--- src/rtl/irx_pkg.sv ---
package irx_pkg;
  parameter int DATA_W = 32;
  localparam int TAG_W = 5;
  localparam int ENTRY_W = DATA_W + TAG_W;

  typedef enum logic [1:0] {
    BYTES_4 = 2'b00,
    BYTES_1 = 2'b01,
    BYTES_2 = 2'b10,
    BYTES_3 = 2'b11
  } byte_cnt_e;

  // Field order fixes data at [31:0], eof 32, crc 33, ovr 34, bytes 36:35.
  typedef struct packed {
    byte_cnt_e         bytes;
    logic              ovr;
    logic              crc;
    logic              eof;
    logic [DATA_W-1:0] data;
  } rx_entry_t;

  function automatic logic entry_tagged(input rx_entry_t e);
    return e.eof | e.crc | e.ovr | (e.bytes != BYTES_4);
  endfunction
endpackage

--- src/rtl/irx_push_gate.sv ---
module irx_push_gate (
  input  logic push_valid,
  input  logic rd_strobe,
  input  logic empty,
  input  logic full,
  output logic push_ready,
  output logic wr_en,
  output logic drop,
  output logic rd_en
);
  // Readiness depends on occupancy only; a same-cycle pop gives no room.
  assign push_ready = !full;
  assign wr_en      = push_valid && !full;
  assign drop       = push_valid && full;
  assign rd_en      = rd_strobe && !empty;
endmodule

--- src/rtl/irx_slot_store.sv ---
module irx_slot_store
  import irx_pkg::*;
#(
  parameter int DEPTH = 2
) (
  input  logic      clk,
  input  logic      rst_n,
  input  logic      wr_en,
  input  rx_entry_t wr_entry,
  input  logic      rd_en,
  input  logic      drop,
  output rx_entry_t head,
  output logic      empty,
  output logic      full,
  output logic      tag_any
);
  localparam int PTR_W = (DEPTH > 1) ? $clog2(DEPTH) : 1;
  localparam logic [PTR_W-1:0] LAST = PTR_W'(DEPTH - 1);

  function automatic logic [PTR_W-1:0] ptr_next(input logic [PTR_W-1:0] p);
    return (p == LAST) ? '0 : p + 1'b1;
  endfunction

  function automatic logic [PTR_W-1:0] ptr_prev(input logic [PTR_W-1:0] p);
    return (p == '0) ? LAST : p - 1'b1;
  endfunction

  logic [PTR_W-1:0] wr_ptr, rd_ptr, newest;
  logic [DEPTH-1:0] occ, slot_tag;
  rx_entry_t        slot [DEPTH];

  assign newest = ptr_prev(wr_ptr);

  always_ff @(posedge clk) begin
    if (!rst_n) begin
      wr_ptr <= '0;
      rd_ptr <= '0;
    end else begin
      if (wr_en) wr_ptr <= ptr_next(wr_ptr);
      if (rd_en) rd_ptr <= ptr_next(rd_ptr);
    end
  end

  for (genvar i = 0; i < DEPTH; i++) begin : g_slot
    logic hit_wr, hit_rd, hit_ovr;
    assign hit_wr  = wr_en && (wr_ptr == PTR_W'(i));
    assign hit_rd  = rd_en && (rd_ptr == PTR_W'(i));
    assign hit_ovr = drop  && (newest == PTR_W'(i));

    always_ff @(posedge clk) begin
      if (!rst_n) begin
        occ[i]  <= 1'b0;
        slot[i] <= '0;
      end else begin
        if (hit_wr) begin
          slot[i] <= wr_entry;
          occ[i]  <= 1'b1;
        end else if (hit_rd) begin
          occ[i]  <= 1'b0;
        end
        if (hit_ovr) slot[i].ovr <= 1'b1;
      end
    end

    assign slot_tag[i] = occ[i] && entry_tagged(slot[i]);
  end

  assign head    = slot[rd_ptr];
  assign empty   = (occ == '0);
  assign full    = (occ == '1);
  assign tag_any = |slot_tag;

  // a push offered to a full buffer with no pop leaves it full
  p_full_holds_r3: assert property (@(posedge clk) disable iff (!rst_n)
    (drop && !rd_en) |=> full);

  // a discarded push leaves a tagged entry behind
  p_drop_marks_r4: assert property (@(posedge clk) disable iff (!rst_n)
    drop |=> tag_any);

  // a write into an empty buffer makes it non-empty
  p_push_fills_r2: assert property (@(posedge clk) disable iff (!rst_n)
    (wr_en && empty) |=> !empty);
endmodule

--- src/rtl/irx_eif_ctrl.sv ---
module irx_eif_ctrl (
  input  logic clk,
  input  logic rst_n,
  input  logic tag_any,
  input  logic eif_clr,
  input  logic empty,
  output logic eif,
  output logic irq,
  output logic dma_req
);
  always_ff @(posedge clk) begin
    if (!rst_n)       eif <= 1'b0;
    else if (eif_clr) eif <= 1'b0;
    else if (tag_any) eif <= 1'b1;
  end

  assign irq     = eif;
  assign dma_req = !empty && !eif;

  // a tag seen without a clear raises the flag at the next edge
  p_tag_sets_r7: assert property (@(posedge clk) disable iff (!rst_n)
    (tag_any && !eif_clr) |=> eif);

  // the flag only rises when a tag was present
  p_rise_cause_r7: assert property (@(posedge clk) disable iff (!rst_n)
    $rose(eif) |-> $past(tag_any));

  // a clear drops the flag at the next edge
  p_clear_wins_r9: assert property (@(posedge clk) disable iff (!rst_n)
    eif_clr |=> !eif);
endmodule

--- src/rtl/irx_tag_buffer.sv ---
module irx_tag_buffer
  import irx_pkg::*;
#(
  parameter int DEPTH = 2
) (
  input  logic        clk,
  input  logic        rst_n,
  input  logic        push_valid,
  output logic        push_ready,
  input  logic [31:0] push_data,
  input  logic        push_eof,
  input  logic        push_crc_err,
  input  logic        push_ovr,
  input  logic [1:0]  push_bytes,
  input  logic        rd_strobe,
  output logic [31:0] rd_data,
  input  logic        eif_clr,
  output logic        stat_eof,
  output logic        stat_crc_err,
  output logic        stat_ovr,
  output logic [1:0]  stat_bytes,
  output logic        stat_eif,
  output logic        irq,
  output logic        dma_req
);
  rx_entry_t wr_entry, head;
  logic      wr_en, rd_en, drop, empty, full, tag_any;

  assign wr_entry = '{bytes: byte_cnt_e'(push_bytes), ovr: push_ovr,
                      crc: push_crc_err, eof: push_eof, data: push_data};

  irx_push_gate u_gate (
    .push_valid (push_valid),
    .rd_strobe  (rd_strobe),
    .empty      (empty),
    .full       (full),
    .push_ready (push_ready),
    .wr_en      (wr_en),
    .drop       (drop),
    .rd_en      (rd_en)
  );

  irx_slot_store #(.DEPTH(DEPTH)) u_store (
    .clk      (clk),
    .rst_n    (rst_n),
    .wr_en    (wr_en),
    .wr_entry (wr_entry),
    .rd_en    (rd_en),
    .drop     (drop),
    .head     (head),
    .empty    (empty),
    .full     (full),
    .tag_any  (tag_any)
  );

  irx_eif_ctrl u_eif (
    .clk     (clk),
    .rst_n   (rst_n),
    .tag_any (tag_any),
    .eif_clr (eif_clr),
    .empty   (empty),
    .eif     (stat_eif),
    .irq     (irq),
    .dma_req (dma_req)
  );

  assign rd_data      = empty ? '0 : head.data;
  assign stat_eof     = !empty && head.eof;
  assign stat_crc_err = !empty && head.crc;
  assign stat_ovr     = !empty && head.ovr;
  assign stat_bytes   = empty ? 2'b00 : head.bytes;

  // a read of an empty buffer with no push leaves it empty
  p_empty_read_r10: assert property (@(posedge clk) disable iff (!rst_n)
    (rd_strobe && empty && !push_valid) |=> (empty && rd_data == '0));

  // while the interrupt is up, no DMA request is seen on the next edge either
  p_dma_gated_r8: assert property (@(posedge clk) disable iff (!rst_n)
    (irq && !eif_clr) |=> !dma_req);
endmodule

--- config.mk ---
export PLATFORM = sky130hd
export DESIGN_NAME = irx_tag_buffer
export DESIGN_NICKNAME = d
export VERILOG_FILES = /design/src/rtl/irx_pkg.sv /design/src/rtl/irx_push_gate.sv /design/src/rtl/irx_slot_store.sv /design/src/rtl/irx_eif_ctrl.sv /design/src/rtl/irx_tag_buffer.sv
export SDC_FILE = /design/constraint.sdc
export NUM_CORES = 1
export LEC_CHECK = 0
export ABC_AREA = 1
export BUFFER_PORTS_ARGS = -buffer_cell sky130_fd_sc_hd__buf_4
export CORE_ASPECT_RATIO = 0.5
export CORE_MARGIN = 10
export CORE_UTILIZATION = 50
export DETAILED_ROUTE_END_ITERATION = 10
export PLACE_DENSITY = 0.75
export SLEW_MARGIN = 20
export SYNTH_ARGS = -nofsm -noshare
export SYNTH_HDL_FRONTEND = slang
export SYNTH_SLANG_ARGS = --single-unit
--- constraint.sdc ---
create_clock -name clk -period 4.5 [get_ports clk]
set_input_delay 0.45 -clock clk [delete_from_list [all_inputs] [get_ports clk]]
set_output_delay 0.45 -clock clk [all_outputs]
set_load 0.02 [all_outputs]
==> results.yml, run 1 <==
status:
  status: "finished clean"
placed_design:
  dpl.cell_count: 529
  gp_congestion: 0.729
  place_hpwl_mm: 5.19
  io_buffers: 82
synthesis:
  ys_seq_area_frac: 0.632
  synth_top_area_share: 0.599
  async_flop_share: 0
  netlist_area_um2: 3710
  synthMuxAreaShare: 0
  synth_top_family_by_area: "simple AND/OR/NAND/NOR gates"
  synthAdderAreaFrac: 0.00675
  synth-simple-area-share: 0.208
  synth_common_cells: "nand2_1, edfxtp_1, nor2_1"
  synth_edf_count: 74
  yosys.area_share.xor_xnor: 0
  syn_nets: 413
  synth_area_leader_cell: "edfxtp_1"
  synth.most_common_cell: "nand2_1"
  synthFlopType: "edfxtp_1"
  synth_area_per_cell_um2: 10.1
  ys_ff_latch: 80
  ys_top_cells_by_area: "edfxtp_1, nand2_1, nor2_1"
  ys_types: 23
  synth_compound_area_frac: 0.0621
  netlist_instances: 369
  ys.warnings.count: 0
timing:
  drv_slew: 0
  finalClockSkew_ns: 0.00661
  min_period_ns: 2.31
  max_slew_margin: 0.349
  setup_viol: 0
  hold_violations: 0
  fmax_mhz: 433
  tns_ns: 0
  worstMarginPinSlew_ns: 0.974
  rsz0062_at_grt: "no"
  period_share: 0.514
cells_and_area:
  fin_cells: 545
  nets: 488
  layout-drive-gt1-share: 0.283
  syn2layout_area_growth_pct: 25.3
  num_antenna_cells: 0
power:
  ir_worst_vdd_v: 0.000199
  p_leak_nw: 2.05
  power.density_nw_per_um2: 419
global_route:
  grt_pass1_vias: 2756
  overflow: 0
  grt_pass1_wl_mm: 13.2
  grt_max_degree: 40
  track_usage: 0.144
  antenna_found_initial: 0
clock_network:
  cts_tree: "built"
  cts_sinks: 80
  cts_resized: 0
  ctsLongestPathBuffers: 2
  cts_hold_buf: 0
  cts-root-buf: "clkbuf_16"
  clkTransAtPathRegs_ns: 0.06
  htree_levels: 3
  cts_buffers: 9
  clock_latency_ns: 0.33
  postCtsSetupRepairBufs: 0
critical_path:
  critPathKind: "flop to primary output"
  critPathArrivalTime_ns: 1.86
  crit_fanout: 39
  crit_start: "u_store.occ[1]$_SDFFE_PN0P_"
  r2r_slack_ns: 2.59
  timing.rr.start: "u_store.occ[1]$_SDFFE_PN0P_"
  r2r_cells: 4
  worstSetupEndpointType: "primary output"
  cp-start-kind: "flop"
  crit_path_end: "stat_ovr"
  cp.required_ns: 4.05
job:
  maxCapViolations: 0
detailed_routing:
  dr_total_vias: 2656
  drtAntennaViolNets: 0
  wl_per_cell_um: 15.2
  first_pass_iters: 4
  drc: 0
  drt_iter0_markers: 225
  via_per_inst: 4.87
  routed_wirelength_mm: 8.30
floorplanning:
  die-height_um: 80.9
  ioPinCount: 83
  die_w_um: 142
  std_cell_rows: 22
  die-area_um2: 11500
  core_um2: 7270
  start_util: 0.510
min_path:
  hp-class: "input port to flop"
==> registers in the layout, indices dropped and copies added, names as in the netlist, named ones only <==
name and cells:
u_store.wr_ptr 1, u_store.rd_ptr 1, u_store.occ 2, u_eif.eif 1, u_store.slot 74
==> layout by cell type, fill, tap and decap left out <==
master      count
nand3b_1        1
nand2_1        78
nor2_4         12
inv_2           1
nor2_2          9
clkinv_2        1
ha_1            2
o21ai_0         4
clkbuf_1        1
nand2_2         4
clkbuf_16       9
edfxtp_1       74
nand4_1         1
buf_4          86
clkinv_1        1
o31ai_1         1
nor2_1         62
dfxtp_1         6
nand3_1         4
o21ai_4         1
bufinv_16       2
clkinvlp_4      2
inv_1          47
a21oi_1        38
a211oi_1        1
nor3_1          1
==> worst min path at each step <==
stage / cells after the start / endpoint / from / slack (ns)
after detailed placement: 1 / u_store.rd_ptr$_SDFFE_PN0P_ / u_store.rd_ptr$_SDFFE_PN0P_ / 0.47
final: 4 / u_eif.eif$_SDFFE_PP0P_ / eif_clr / 0.35
after global routing: 4 / u_eif.eif$_SDFFE_PP0P_ / eif_clr / 0.37
after floorplan: 1 / u_store.rd_ptr$_SDFFE_PN0P_ / u_store.rd_ptr$_SDFFE_PN0P_ / 0.45
after global placement: 1 / u_store.rd_ptr$_SDFFE_PN0P_ / u_store.rd_ptr$_SDFFE_PN0P_ / 0.46
after CTS: 4 / u_eif.eif$_SDFFE_PP0P_ / eif_clr / 0.35
==> critical path, stage by stage, from the launching register on <==
cell     delay [ns]
dfxtp_1        0.37
nor2_4         0.77
a21oi_1        0.15
buf_4          0.22
==> layer usage <==
layer	share of wire	vias to the layer above	track usage
met2	0.53	73	0.252
li1	-	1330	-
met1	0.40	1243	0.169
met5	0	-	0
met3	0.061	10	0.0396
met4	0.011	0	0.0527
==> power by group <==
group	leakage, nW	internal [mW]	switching (mW)
combinational	1.06	0.104	0.192
clock	0.146	0.482	0.272
sequential	0.838	0.876	0.0213
total	2.05	1.46	0.485
==> cells by family after synthesis <==
logic type	after synthesis
simple gates	172
flops	80
buf+inv	70
compound gates	45
fa+ha+maj	2
==> area by class of cell <==
class	count	area [um^2]
clock buffers	10	229
clock inverters	6	83.8
fillers	592	2620
inverters	48	180
multi-input cells	219	1050
flip-flops and latches	80	2340
well taps	96	120
repair buffers	86	646
==> through the flow <==
stage | hold slack (ns) | instance area [um^2] | utilization | power [mW] | setup slack (ns)
4_1_cts | 0.350 | 4650 | 0.640 | 1.96 | 2.19
3_5_place_dp | 0.467 | 4340 | 0.597 | 1.21 | 2.55
2_1_floorplan | 0.447 | 3710 | - | 1.10 | 0.824
3_3_place_gp | 0.462 | 4340 | 0.597 | 1.21 | 2.30
5_1_grt | 0.368 | 4650 | 0.640 | 2.02 | 2.07
6_report | 0.353 | 4650 | 0.640 | 1.95 | 2.19
(Power assumes the default switching activity.)
==> run 2: changes to the inputs <==
Settings changed: ABC_AREA 1 to 0.
Clock period 4.5 ns to 2.3 ns, I/O delays scaled along.
==> run 2 against run 1 <==
Sequential power rose by 100%. Sequential share of layout area fell by 0.62 points. Utilization rose by 4.2 points. Final area rose by 1.3%. Flip-flop and latch count did not move. Die area fell by 0.52%. Wire length fell by 4.8%. Power rose by 99%. Synthesized cell count fell by 23%. Clock power rose by 89%. Global-route usage fell by 0.75 points. Register-to-register slack got worse by 2.0 ns. Critical endpoint is now rd_data[18].
==> results.yml, run 2 <==
detailed_routing:
  drc: 0
  dr_total_vias: 2353
  top_layer: "met4"
  routed_wirelength_mm: 7.91
  dr_wl_met3_um: 554
  drtAntennaViolNets: 0
  met2RoutedLength_mm: 4.15
  first_pass_iters: 4
  via_per_inst: 5.08
  drt_iter0_markers: 152
  wl_per_cell_um: 17.1
  wl_met1_mm: 3.12
timing:
  max_slew_margin: 0.615
  fmax_mhz: 529
  hold_violations: 0
  min_period_ns: 1.89
  worstMarginPinSlew_ns: 0.577
  setup_viol: 0
  tns_ns: 0
  finalClockSkew_ns: 0.00605
  rsz0062_at_grt: "no"
  period_share: 0.821
  finalWorstSetupSlack_ns: 0.411
  drv_slew: 0
synthesis:
  synth_area_per_cell_um2: 12.9
  synth_area_leader_cell: "edfxtp_1"
  async_flop_share: 0
  netlist_instances: 285
  synth_edf_count: 74
  netlist_area_um2: 3680
  synth_common_cells: "and2_1, edfxtp_1, nor2_1"
  syn_nets: 329
  ys_types: 30
  ys_seq_area_frac: 0.636
  ys_ff_latch: 80
  ys.warnings.count: 0
  synthFlopType: "edfxtp_1"
  ys_top_cells_by_area: "edfxtp_1, and2_1, mux2i_1"
  synth_top_area_share: 0.603
critical_path:
  r2r_slack_ns: 0.57
  path_cells: "buf_12 -> mux2i_1 -> nor2_1 -> buf_4"
  cpPeakStageDelay_ns: 0.58
  crit_fanout: 26
  r2r_cells: 4
  cp_top_family: "flip-flops"
  r2r_end: "u_store.slot[0][25]$_SDFFCE_PN0P_"
  timing.rr.start: "u_store.occ[0]$_SDFFE_PN0P_"
  cp_slowest_cell: "dfxtp_2"
  cp_num_buf_inv: 2
  worstSetupEndpointType: "primary output"
  cp.required_ns: 2.07
  cp-start-kind: "flop"
  critPathKind: "flop to primary output"
  critPathArrivalTime_ns: 1.66
clock_network:
  cts_hold_buf: 0
  cts_sinks: 80
  cts_buffers: 9
  cts_tree: "built"
  clkTransAtPathRegs_ns: 0.06
  postCtsSetupRepairBufs: 0
  htree_levels: 3
  cts-root-buf: "clkbuf_16"
  cts_resized: 0
  clock_latency_ns: 0.33
  ctsLongestPathBuffers: 2
floorplanning:
  std_cell_rows: 21
  start_util: 0.533
  core_um2: 6910
  die-height_um: 80.7
  ioPinCount: 83
  die_w_um: 141
  die-area_um2: 11400
cells_and_area:
  final_common_cell: "buf_4"
  syn2layout_area_growth_pct: 27.8
  fin_cells: 463
  top_regs: "u_store.slot (74), u_store.occ (2)"
  largest_reg_flops: 74
  most-common-layout-cells: "buf_4, and2_1, edfxtp_1"
  num_antenna_cells: 0
  top_register: "u_store.slot"
  nets: 410
  layout-drive-gt1-share: 0.307
global_route:
  track_usage: 0.137
  grt_pass1_vias: 2476
  grt_max_degree: 38
  antenna_found_initial: 0
  overflow: 0
  grt_pass1_wl_mm: 12.2
placed_design:
  place_hpwl_mm: 5.49
  dpl.cell_count: 447
  gp_congestion: 0.772
  pre_cts_slack_ns: 0.359
  io_buffers: 82
min_path:
  hp-class: "input port to flop"
  hold-path-endpoint: "u_store.slot[0][0]$_SDFFCE_PN0P_"
  holdPathStages: 2
  hp-start: "push_data[0]"
power:
  power.density_nw_per_um2: 824
  ir_worst_vdd_v: 0.000415
  finalPower_mw: 3.88
  p_leak_nw: 1.92
status:
  status: "finished clean"
job:
  maxCapViolations: 0
run 2: cell count changes after synthesis, sizes merged, moves of 2 or more:
| cell | delta |
|---|---|
| mux2i | +37 |
| a21oi | -35 |
| clkbuf | +4 |
| buf | -8 |
| o21bai | +2 |
| nand3 | -2 |
| xor2 | +2 |
| nor2 | -44 |
| and2 | +74 |
| or4 | +2 |
| inv | -45 |
| nand2 | -75 |
run 2: kinds of logic after synthesis:
kind of cell | count (synthesis) | synth area share
simple gates | 130 | 0.194
flops | 80 | 0.636
mux | 37 | 0.101
buf+inv | 21 | 0.0343
compound gates | 12 | 0.0217
xor+xnor | 3 | 0.00713
fa+ha+maj | 2 | 0.00679
run 2: worst max-delay path by stage:
stage,endpoint,cells past startpoint,slack (ns),from
2_1_floorplan,u_store.slot[0][0]$_SDFFCE_PN0P_,3,0.29,u_store.occ[0]$_SDFFE_PN0P_
3_3_place_gp,u_store.slot[0][16]$_SDFFCE_PN0P_,3,0.34,u_store.occ[0]$_SDFFE_PN0P_
3_5_place_dp,u_store.slot[1][8]$_SDFFCE_PN0P_,2,0.36,u_store.wr_ptr$_SDFFE_PN0N_
4_1_cts,u_store.slot[1][8]$_SDFFCE_PN0P_,2,0.34,u_store.wr_ptr$_SDFFE_PN0N_
5_1_grt,rd_data[27],4,0.33,flop
6_report,rd_data[18],4,0.41,flop
run 2: layer usage:
metal	track usage	up-vias
li1	-	1144
met1	0.143	1120
met2	0.248	80
met3	0.0611	9
met4	0.0375	0
met5	0	-
run 2: through the flow:
| step | hold WS [ns] | cell area, um^2 | utilization |
|---|---|---|---|
| after global placement | 0.514 | 4390 | 0.636 |
| after floorplan | 0.388 | 3690 | - |
| after detailed placement | 0.519 | 4400 | 0.637 |
| after global routing | 0.169 | 4710 | 0.681 |
| after CTS | 0.173 | 4710 | 0.681 |
| final | 0.178 | 4710 | 0.681 |
run 2: layout make-up:
class	count	area, um^2
well taps	92	115
fillers	496	2200
clock inverters	7	77.6
flip-flops and latches	80	2340
repair buffers	88	702
multi-input cells	184	1230
clock buffers	9	225
inverters	3	11.3
run 2: report_power, final:
group | total [mW] | switching (mW) | internal [mW]
clock network | 1.43 | 0.578 | 0.851
logic | 0.654 | 0.360 | 0.294
registers | 1.80 | 0.0686 | 1.73
